### src/rtl/capbit_tx_pkg.sv
// Package: shared types for the capability bit-cell transmitter.
package capbit_tx_pkg;

    // Frame-level control state.
    typedef enum logic {
        TX_IDLE = 1'b0,
        TX_SEND = 1'b1
    } tx_state_e;

endpackage

### src/rtl/capbit_cell_timer.sv
// Module: capbit_cell_timer
// Counts clock cycles inside one bit cell and flags the last cycle of a cell.
// Assumes CELL_CYCLES >= 2. A restart forces the count to zero, so the cycle
// after a restart is the first cycle of a cell.
module capbit_cell_timer #(
    parameter int CELL_CYCLES = 2200,
    localparam int CNT_W = (CELL_CYCLES > 2) ? $clog2(CELL_CYCLES) : 1
) (
    input  logic             clk,
    input  logic             rst_n,
    input  logic             restart_i,
    input  logic             run_i,
    output logic [CNT_W-1:0] cnt_o,
    output logic             cell_last_o
);

    localparam logic [CNT_W-1:0] LAST = CNT_W'(CELL_CYCLES - 1);

    logic [CNT_W-1:0] cnt_q;

    assign cnt_o       = cnt_q;
    assign cell_last_o = run_i && (cnt_q == LAST);

    // Cycle counter: cleared on restart, wraps at the cell length while running.
    always_ff @(posedge clk) begin
        if (!rst_n) begin
            cnt_q <= '0;
        end else if (restart_i) begin
            cnt_q <= '0;
        end else if (run_i) begin
            cnt_q <= (cnt_q == LAST) ? '0 : cnt_q + 1'b1;
        end
    end

    // the count never leaves the cell range.
    p_cnt_in_range_r3: assert property (@(posedge clk) disable iff (!rst_n)
        cnt_q <= LAST);

    // a running count at its last value wraps to zero.
    p_cnt_wraps_r3: assert property (@(posedge clk) disable iff (!rst_n)
        (run_i && !restart_i && cnt_q == LAST) |=> (cnt_q == '0));

endmodule

### src/rtl/capbit_bit_sequencer.sv
// Module: capbit_bit_sequencer
// Holds the frame (start bit followed by the word, MSB first) in a shift
// register and tracks which cell is being sent. Assumes that load and
// advance are never high together.
module capbit_bit_sequencer #(
    parameter int NUM_CELLS = 32,
    localparam int WORD_W = NUM_CELLS - 1,
    localparam int IDX_W  = $clog2(NUM_CELLS)
) (
    input  logic              clk,
    input  logic              rst_n,
    input  logic              load_i,
    input  logic              advance_i,
    input  logic [WORD_W-1:0] word_i,
    output logic              cur_bit_o,
    output logic              next_bit_o,
    output logic              last_cell_o
);

    localparam logic [IDX_W-1:0] IDX_LAST = IDX_W'(NUM_CELLS - 1);

    logic [NUM_CELLS-1:0] frame_q;
    logic [IDX_W-1:0]     idx_q;

    assign cur_bit_o   = frame_q[NUM_CELLS-1];
    assign next_bit_o  = frame_q[NUM_CELLS-2];
    assign last_cell_o = (idx_q == IDX_LAST);

    // Frame register: captured with a leading start bit, shifted once per cell.
    always_ff @(posedge clk) begin
        if (!rst_n) begin
            frame_q <= '0;
        end else if (load_i) begin
            frame_q <= {1'b1, word_i};
        end else if (advance_i) begin
            frame_q <= {frame_q[NUM_CELLS-2:0], 1'b0};
        end
    end

    // Cell index: zero on load, incremented on each cell boundary.
    always_ff @(posedge clk) begin
        if (!rst_n) begin
            idx_q <= '0;
        end else if (load_i) begin
            idx_q <= '0;
        end else if (advance_i && !last_cell_o) begin
            idx_q <= idx_q + 1'b1;
        end
    end

    // the held frame changes only on a load or a shift.
    p_frame_held_r8: assert property (@(posedge clk) disable iff (!rst_n)
        (!load_i && !advance_i) |=> $stable(frame_q));

    // a freshly loaded frame always starts with a one.
    p_start_bit_loaded_r2: assert property (@(posedge clk) disable iff (!rst_n)
        load_i |=> cur_bit_o);

    // the index never passes the last cell.
    p_idx_in_range_r7: assert property (@(posedge clk) disable iff (!rst_n)
        idx_q <= IDX_LAST);

endmodule

### src/rtl/capbit_tx.sv
// Module: capbit_tx (top)
// Sends a start cell and then a NUM_CELLS-1 bit word, one bit per cell of
// CELL_CYCLES clocks. For each one cell it requests a full wake sequence
// from an external burst generator with a single-cycle pulse on the cell's
// first cycle. Assumes the generator fits the burst and its negation inside
// one cell. The cell timer starts together with the start-bit request.
module capbit_tx
    import capbit_tx_pkg::*;
#(
    parameter int CELL_CYCLES = 2200,
    parameter int NUM_CELLS   = 32,
    localparam int WORD_W = NUM_CELLS - 1,
    localparam int CNT_W  = (CELL_CYCLES > 2) ? $clog2(CELL_CYCLES) : 1
) (
    input  logic              clk,
    input  logic              rst_n,
    input  logic              start_i,
    input  logic [WORD_W-1:0] cap_word_i,
    output logic              wake_req_o,
    output logic              busy_o,
    output logic              done_o
);

    tx_state_e        state_q;
    logic             wake_q;
    logic             done_q;
    logic             accept;
    logic             cell_last;
    logic [CNT_W-1:0] cell_cnt;
    logic             cur_bit;
    logic             next_bit;
    logic             last_cell;
    logic             advance;

    assign accept     = (state_q == TX_IDLE) && start_i;
    assign advance    = cell_last && !last_cell;
    assign busy_o     = (state_q == TX_SEND);
    assign wake_req_o = wake_q;
    assign done_o     = done_q;

    capbit_cell_timer #(.CELL_CYCLES(CELL_CYCLES)) u_tmr (
        .clk         (clk),
        .rst_n       (rst_n),
        .restart_i   (accept),
        .run_i       (busy_o),
        .cnt_o       (cell_cnt),
        .cell_last_o (cell_last)
    );

    capbit_bit_sequencer #(.NUM_CELLS(NUM_CELLS)) u_seq (
        .clk         (clk),
        .rst_n       (rst_n),
        .load_i      (accept),
        .advance_i   (advance),
        .word_i      (cap_word_i),
        .cur_bit_o   (cur_bit),
        .next_bit_o  (next_bit),
        .last_cell_o (last_cell)
    );

    // Frame state: idle until a start is accepted, back to idle after the last cell.
    always_ff @(posedge clk) begin
        if (!rst_n) begin
            state_q <= TX_IDLE;
        end else if (accept) begin
            state_q <= TX_SEND;
        end else if (busy_o && cell_last && last_cell) begin
            state_q <= TX_IDLE;
        end
    end

    // Wake request: pulse on the first cycle of every cell that carries a one.
    always_ff @(posedge clk) begin
        if (!rst_n) begin
            wake_q <= 1'b0;
        end else if (accept) begin
            wake_q <= 1'b1;
        end else begin
            wake_q <= busy_o && advance && next_bit;
        end
    end

    // Done pulse: one cycle after the final cell's last cycle.
    always_ff @(posedge clk) begin
        if (!rst_n) begin
            done_q <= 1'b0;
        end else begin
            done_q <= busy_o && cell_last && last_cell;
        end
    end

    // a request never appears outside a frame.
    p_wake_in_frame_r4: assert property (@(posedge clk) disable iff (!rst_n)
        wake_req_o |-> busy_o);

    // a request only falls on the first cycle of a cell.
    p_wake_cell_start_r6: assert property (@(posedge clk) disable iff (!rst_n)
        wake_req_o |-> (cell_cnt == '0));

    // a request always matches the bit of the current cell.
    p_wake_matches_bit_r4: assert property (@(posedge clk) disable iff (!rst_n)
        wake_req_o |-> cur_bit);

    // every frame opens with the start-bit request.
    p_start_bit_r2: assert property (@(posedge clk) disable iff (!rst_n)
        $rose(busy_o) |-> wake_req_o);

    // done is a single-cycle pulse that coincides with busy falling.
    p_done_pulse_r7: assert property (@(posedge clk) disable iff (!rst_n)
        done_o |=> !done_o);
    p_done_on_fall_r7: assert property (@(posedge clk) disable iff (!rst_n)
        done_o |-> (!busy_o && $fell(busy_o)));

    // a start during a frame does not disturb the cell count.
    p_no_restart_r9: assert property (@(posedge clk) disable iff (!rst_n)
        (busy_o && start_i && !cell_last) |=> (cell_cnt == $past(cell_cnt) + 1'b1));

endmodule

### config.mk
export PLATFORM = sky130hd
export DESIGN_NAME = capbit_tx
export DESIGN_NICKNAME = d
export VERILOG_FILES = /design/src/rtl/capbit_tx_pkg.sv /design/src/rtl/capbit_cell_timer.sv /design/src/rtl/capbit_bit_sequencer.sv /design/src/rtl/capbit_tx.sv
export SDC_FILE = /design/constraint.sdc
export NUM_CORES = 1
export LEC_CHECK = 0
export ABC_AREA = 1
export BUFFER_PORTS_ARGS = -buffer_cell sky130_fd_sc_hd__buf_4
export CORE_MARGIN = 2
export CORE_UTILIZATION = 55
export CTS_CLUSTER_DIAMETER = 80
export DETAILED_ROUTE_END_ITERATION = 6
export PLACE_DENSITY = 0.77
export SYNTH_ARGS = -nofsm -noshare
export SYNTH_HDL_FRONTEND = slang
export SYNTH_SLANG_ARGS = --single-unit
### constraint.sdc
create_clock -name clk -period 5.2 [get_ports clk]
set_input_delay 0.78 -clock clk [delete_from_list [all_inputs] [get_ports clk]]
set_output_delay 0.78 -clock clk [all_outputs]
set_load 0.01 [all_outputs]
==> impl_metrics.prom <==
# TYPE chip_impl_metric gauge
chip_impl_metric{name="timing.clock.skew",unit="ps"} 11.9
chip_impl_metric{name="path_buf_inv",unit=""} 1
chip_impl_metric{name="place.port_buffers",unit=""} 36
chip_impl_metric{name="finalCriticalPeriod",unit="ps"} 2350
chip_impl_metric{name="portion_of_the_post_synthesis_area_used_by_sequential_elements",unit=""} 0.403
chip_impl_metric{name="total_power",unit="uW"} 772
chip_impl_metric{name="synth-adder-area-share",unit=""} 0.0148
chip_impl_metric{name="holdWs",unit="ps"} 467
chip_impl_metric{name="synth.ff_latch_count",unit=""} 51
chip_impl_info{name="crit_slowest_cell",value="sky130_fd_sc_hd__nand2_4"} 1
chip_impl_info{name="cts_root_buffer",value="sky130_fd_sc_hd__clkbuf_8"} 1
chip_impl_info{name="outcome",value="complete, no violations"} 1
chip_impl_metric{name="synth.area.mux_share",unit=""} 0
chip_impl_metric{name="synth_cell_type_count",unit=""} 25
chip_impl_metric{name="die_h",unit="um"} 71.8
chip_impl_metric{name="min_delay_path_depth",unit=""} 2
chip_impl_metric{name="fillCellCount",unit=""} 416
chip_impl_metric{name="postCtsResizedCells",unit=""} 0
chip_impl_metric{name="cts_sinks",unit=""} 51
chip_impl_metric{name="timing.slew.headroom",unit=""} 0.632
chip_impl_metric{name="cts-htree-levels",unit=""} 2
chip_impl_info{name="synth_top_family_by_area",value="simple AND/OR/NAND/NOR gates"} 1
chip_impl_metric{name="first_pass_grt_wire_length",unit="um"} 8990
chip_impl_info{name="critical-path-top-delay-family",value="simple AND/OR/NAND/NOR gates"} 1
chip_impl_metric{name="crit_required",unit="ps"} 5450
chip_impl_info{name="critical_path.reg2reg.startpoint",value="u_seq.idx_q[0]"} 1
chip_impl_metric{name="postSynthAreaPerCell",unit="um^2"} 6.64
chip_impl_info{name="crit_path_start_kind",value="flop"} 1
chip_impl_metric{name="fp.coreArea",unit="um^2"} 4380
chip_impl_metric{name="die_width",unit="um"} 71.8
chip_impl_metric{name="slew_viol_final",unit=""} 0
chip_impl_metric{name="cts.reportedPaths.clkPinSlew",unit="ps"} 100
chip_impl_metric{name="rows",unit=""} 24
chip_impl_metric{name="timing.final.hold_violations",unit=""} 0
chip_impl_metric{name="postCtsHoldBufs",unit=""} 0
chip_impl_metric{name="areaGrowthSynthToFinish",unit="%"} 14.5
chip_impl_metric{name="drive_above_1_share",unit=""} 0.156
chip_impl_metric{name="static-leakage-power",unit="nW"} 1.25
chip_impl_metric{name="floorplan.io_pins",unit=""} 37
chip_impl_metric{name="crit_fanout",unit=""} 36
chip_impl_metric{name="drt_iter0_markers",unit=""} 152
chip_impl_metric{name="tightest_slew",unit="ps"} 551
chip_impl_info{name="most_used_flip_flop_cell_after_synthesis",value="sky130_fd_sc_hd__dfxtp_1"} 1
chip_impl_metric{name="nets",unit=""} 445
chip_impl_metric{name="cp_slowest_stage_delay",unit="ps"} 500
chip_impl_metric{name="floorplan.initialDensity",unit=""} 0.577
chip_impl_metric{name="critical_path_at",unit="ps"} 2600
chip_impl_metric{name="synth_simple_gate_area_share",unit=""} 0.399
chip_impl_info{name="r2r_end",value="u_seq.frame_q[20]"} 1
chip_impl_info{name="timing.critical_path.cells",value="ha_1 > nand2_1 > nor2_1 > ha_1 > inv_1 > nand4_4 > nand2_4 > nand2_1 > a21oi_2"} 1
chip_impl_metric{name="place.detailed.hpwl",unit="um"} 3540
chip_impl_metric{name="dpl-instance-area",unit="um^2"} 2790
chip_impl_metric{name="number_of_antenna_violations_at_the_first_check_in_global_routing",unit=""} 0
chip_impl_metric{name="clock_path_buffers",unit=""} 2
chip_impl_metric{name="reg2reg_setup_slack",unit="ps"} 2850
chip_impl_metric{name="post_cts_buffers",unit=""} 0
chip_impl_metric{name="timing.final.crit_share",unit=""} 0.452
chip_impl_metric{name="finalSetupTns",unit="ps"} 0
chip_impl_info{name="critPathKind",value="reg2reg"} 1
chip_impl_metric{name="antenna_cells_inserted",unit=""} 0
chip_impl_metric{name="via_count",unit=""} 2408
chip_impl_metric{name="route.detailed.vias_per_inst",unit=""} 5.22
chip_impl_metric{name="routabilityCongestion",unit=""} 0.847
chip_impl_metric{name="finalWirelength",unit="um"} 5270
chip_impl_metric{name="syn-num-nets",unit=""} 418
chip_impl_metric{name="setup_viol_count_final",unit=""} 0
chip_impl_metric{name="setup_ws",unit="ps"} 2850
chip_impl_metric{name="synth-edff-count",unit=""} 0
chip_impl_metric{name="syn-instance-count",unit=""} 381
chip_impl_info{name="end_kind",value="flop"} 1
chip_impl_info{name="hold_start",value="u_seq.frame_q[30]"} 1
chip_impl_metric{name="drcViolationCount",unit=""} 0
chip_impl_info{name="hold_end",value="u_seq.frame_q[30]"} 1
chip_impl_metric{name="syn-cell-area",unit="um^2"} 2530
chip_impl_metric{name="grt_max_degree",unit=""} 37
chip_impl_metric{name="ir_worst_vdd",unit="uV"} 179
chip_impl_metric{name="power_density",unit="nW/um^2"} 266
chip_impl_metric{name="fin_area",unit="um^2"} 2900
chip_impl_metric{name="synth_async_sr_flop_share",unit=""} 0
chip_impl_info{name="grt_setup_unrepaired",value="no"} 1
chip_impl_metric{name="detailedRoute.firstPassIterationCount",unit=""} 4
chip_impl_metric{name="ant_nets",unit=""} 0
chip_impl_info{name="cts_tree",value="yes"} 1
chip_impl_metric{name="synthXorXnorAreaFrac",unit=""} 0.0138
chip_impl_metric{name="yosys_warnings",unit=""} 0
chip_impl_metric{name="max_cap_check_violation_count",unit=""} 0
chip_impl_metric{name="floorplan.die_area",unit="um^2"} 5160
chip_impl_metric{name="worst_skew_pair.late_latency",unit="ps"} 310
chip_impl_metric{name="global_route.usage.total",unit=""} 0.215
chip_impl_metric{name="worstRegToRegCells",unit=""} 9
chip_impl_info{name="holdCritPathClass",value="reg2reg"} 1
chip_impl_metric{name="grt_pass1_vias",unit=""} 2163
chip_impl_metric{name="synth_compound_area_frac",unit=""} 0.0954
chip_impl_metric{name="detail_route.wl_per_cell",unit="um"} 11.4
chip_impl_metric{name="tritoncts.num_buffers",unit=""} 5
chip_impl_metric{name="fmaxAchievable",unit="MHz"} 425
chip_impl_metric{name="dpl_worst_slack",unit="ps"} 2880
chip_impl_metric{name="overflow",unit=""} 0
## layer usage
layer / routed length [um] / GRT usage / vias up
li1: - / - / 1269
met1: 2450 / 0.283 / 1064
met2: 2480 / 0.359 / 68
met3: 266 / 0.0408 / 7
met4: 72 / 0.0629 / 0
met5: 0 / 0 / -
## metrics by stage
step / instances / utilization
floorplan: 381 / -
global placement: 453 / 0.635
detailed placement: 453 / 0.635
CTS: 461 / 0.661
global route: 461 / 0.661
finish: 461 / 0.661
## power breakdown
part	internal, mW	switching [mW]
logic	0.0361	0.0489
clock network	0.143	0.135
registers	0.401	0.00729
## tightest hold or removal path, cell delays in order (launching register included)
cell                      delay (ps)
sky130_fd_sc_hd__dfxtp_1         320
sky130_fd_sc_hd__nand2_1          50
sky130_fd_sc_hd__o21ai_0          60
## registers in the layout, summed over array words and instances (netlist names)
register       flops
done_o             1
busy_o             1
u_seq.frame_q     31
u_tmr.cnt_o       12
u_seq.idx_q        5
wake_req_o         1
## cells in the mapped netlist, types with 5 or more instances
cell | instances | area (um^2)
sky130_fd_sc_hd__nor2_1 | 30 | 113
sky130_fd_sc_hd__dfxtp_1 | 51 | 1020
sky130_fd_sc_hd__clkbuf_1 | 7 | 26.3
sky130_fd_sc_hd__inv_1 | 18 | 67.6
sky130_fd_sc_hd__nand3_1 | 37 | 185
sky130_fd_sc_hd__a21oi_1 | 38 | 190
sky130_fd_sc_hd__o21ai_0 | 7 | 35.0
sky130_fd_sc_hd__nand4_1 | 7 | 43.8
sky130_fd_sc_hd__nand2_1 | 144 | 541
sky130_fd_sc_hd__nand2_2 | 7 | 43.8
sky130_fd_sc_hd__buf_2 | 5 | 25.0
## cell families (layout without fill, tap and decap cells)
group | count (synthesis) | in the layout
AO/OA/AOI/OAI | 47 | 47
AND/OR/NAND/NOR | 235 | 235
flip-flops | 51 | 51
buffers and inverters | 41 | 69
adder cells (fa/ha/maj) | 3 | 3
XOR/XNOR | 4 | 4
## layout by cell type, fill, tap and decap left out, types with 7 or more instances in the layout
master                    Yosys  layout
sky130_fd_sc_hd__dfxtp_1     51      51
sky130_fd_sc_hd__nor2_1      30      30
sky130_fd_sc_hd__buf_4        1      39
sky130_fd_sc_hd__a21oi_1     38      38
sky130_fd_sc_hd__nand4_1      7       7
sky130_fd_sc_hd__o21ai_0      7       7
sky130_fd_sc_hd__nand2_2      7       7
sky130_fd_sc_hd__nand3_1     37      37
sky130_fd_sc_hd__nand2_1    144     144
sky130_fd_sc_hd__inv_1       18      18
## area by class of cell
| class | instances | area (um^2) | share of cell area |
|---|---|---|---|
| well taps | 52 | 65.1 | 0.0225 |
| clock buffers | 5 | 68.8 | 0.0237 |
| flip-flops and latches | 51 | 1020 | 0.352 |
| repair buffers | 39 | 293 | 0.101 |
| clock inverters | 3 | 43.8 | 0.0151 |
| multi-input cells | 289 | 1320 | 0.457 |
| inverters | 22 | 82.6 | 0.0285 |
## worst max-delay path by stage
| stage | startpoint | endpoint | cells past startpoint |
|---|---|---|---|
| after floorplan | u_seq.idx_q[0] | u_seq.frame_q[20] | 9 |
| after global placement | u_seq.idx_q[0] | u_seq.frame_q[27] | 9 |
| after detailed placement | u_seq.idx_q[0] | u_seq.frame_q[29] | 9 |
| after CTS | u_seq.idx_q[0] | u_seq.frame_q[20] | 9 |
| after global routing | u_seq.idx_q[0] | u_seq.frame_q[16] | 9 |
| final | u_seq.idx_q[0] | u_seq.frame_q[20] | 9 |
Note: power is estimated with default switching activity, not from simulation.
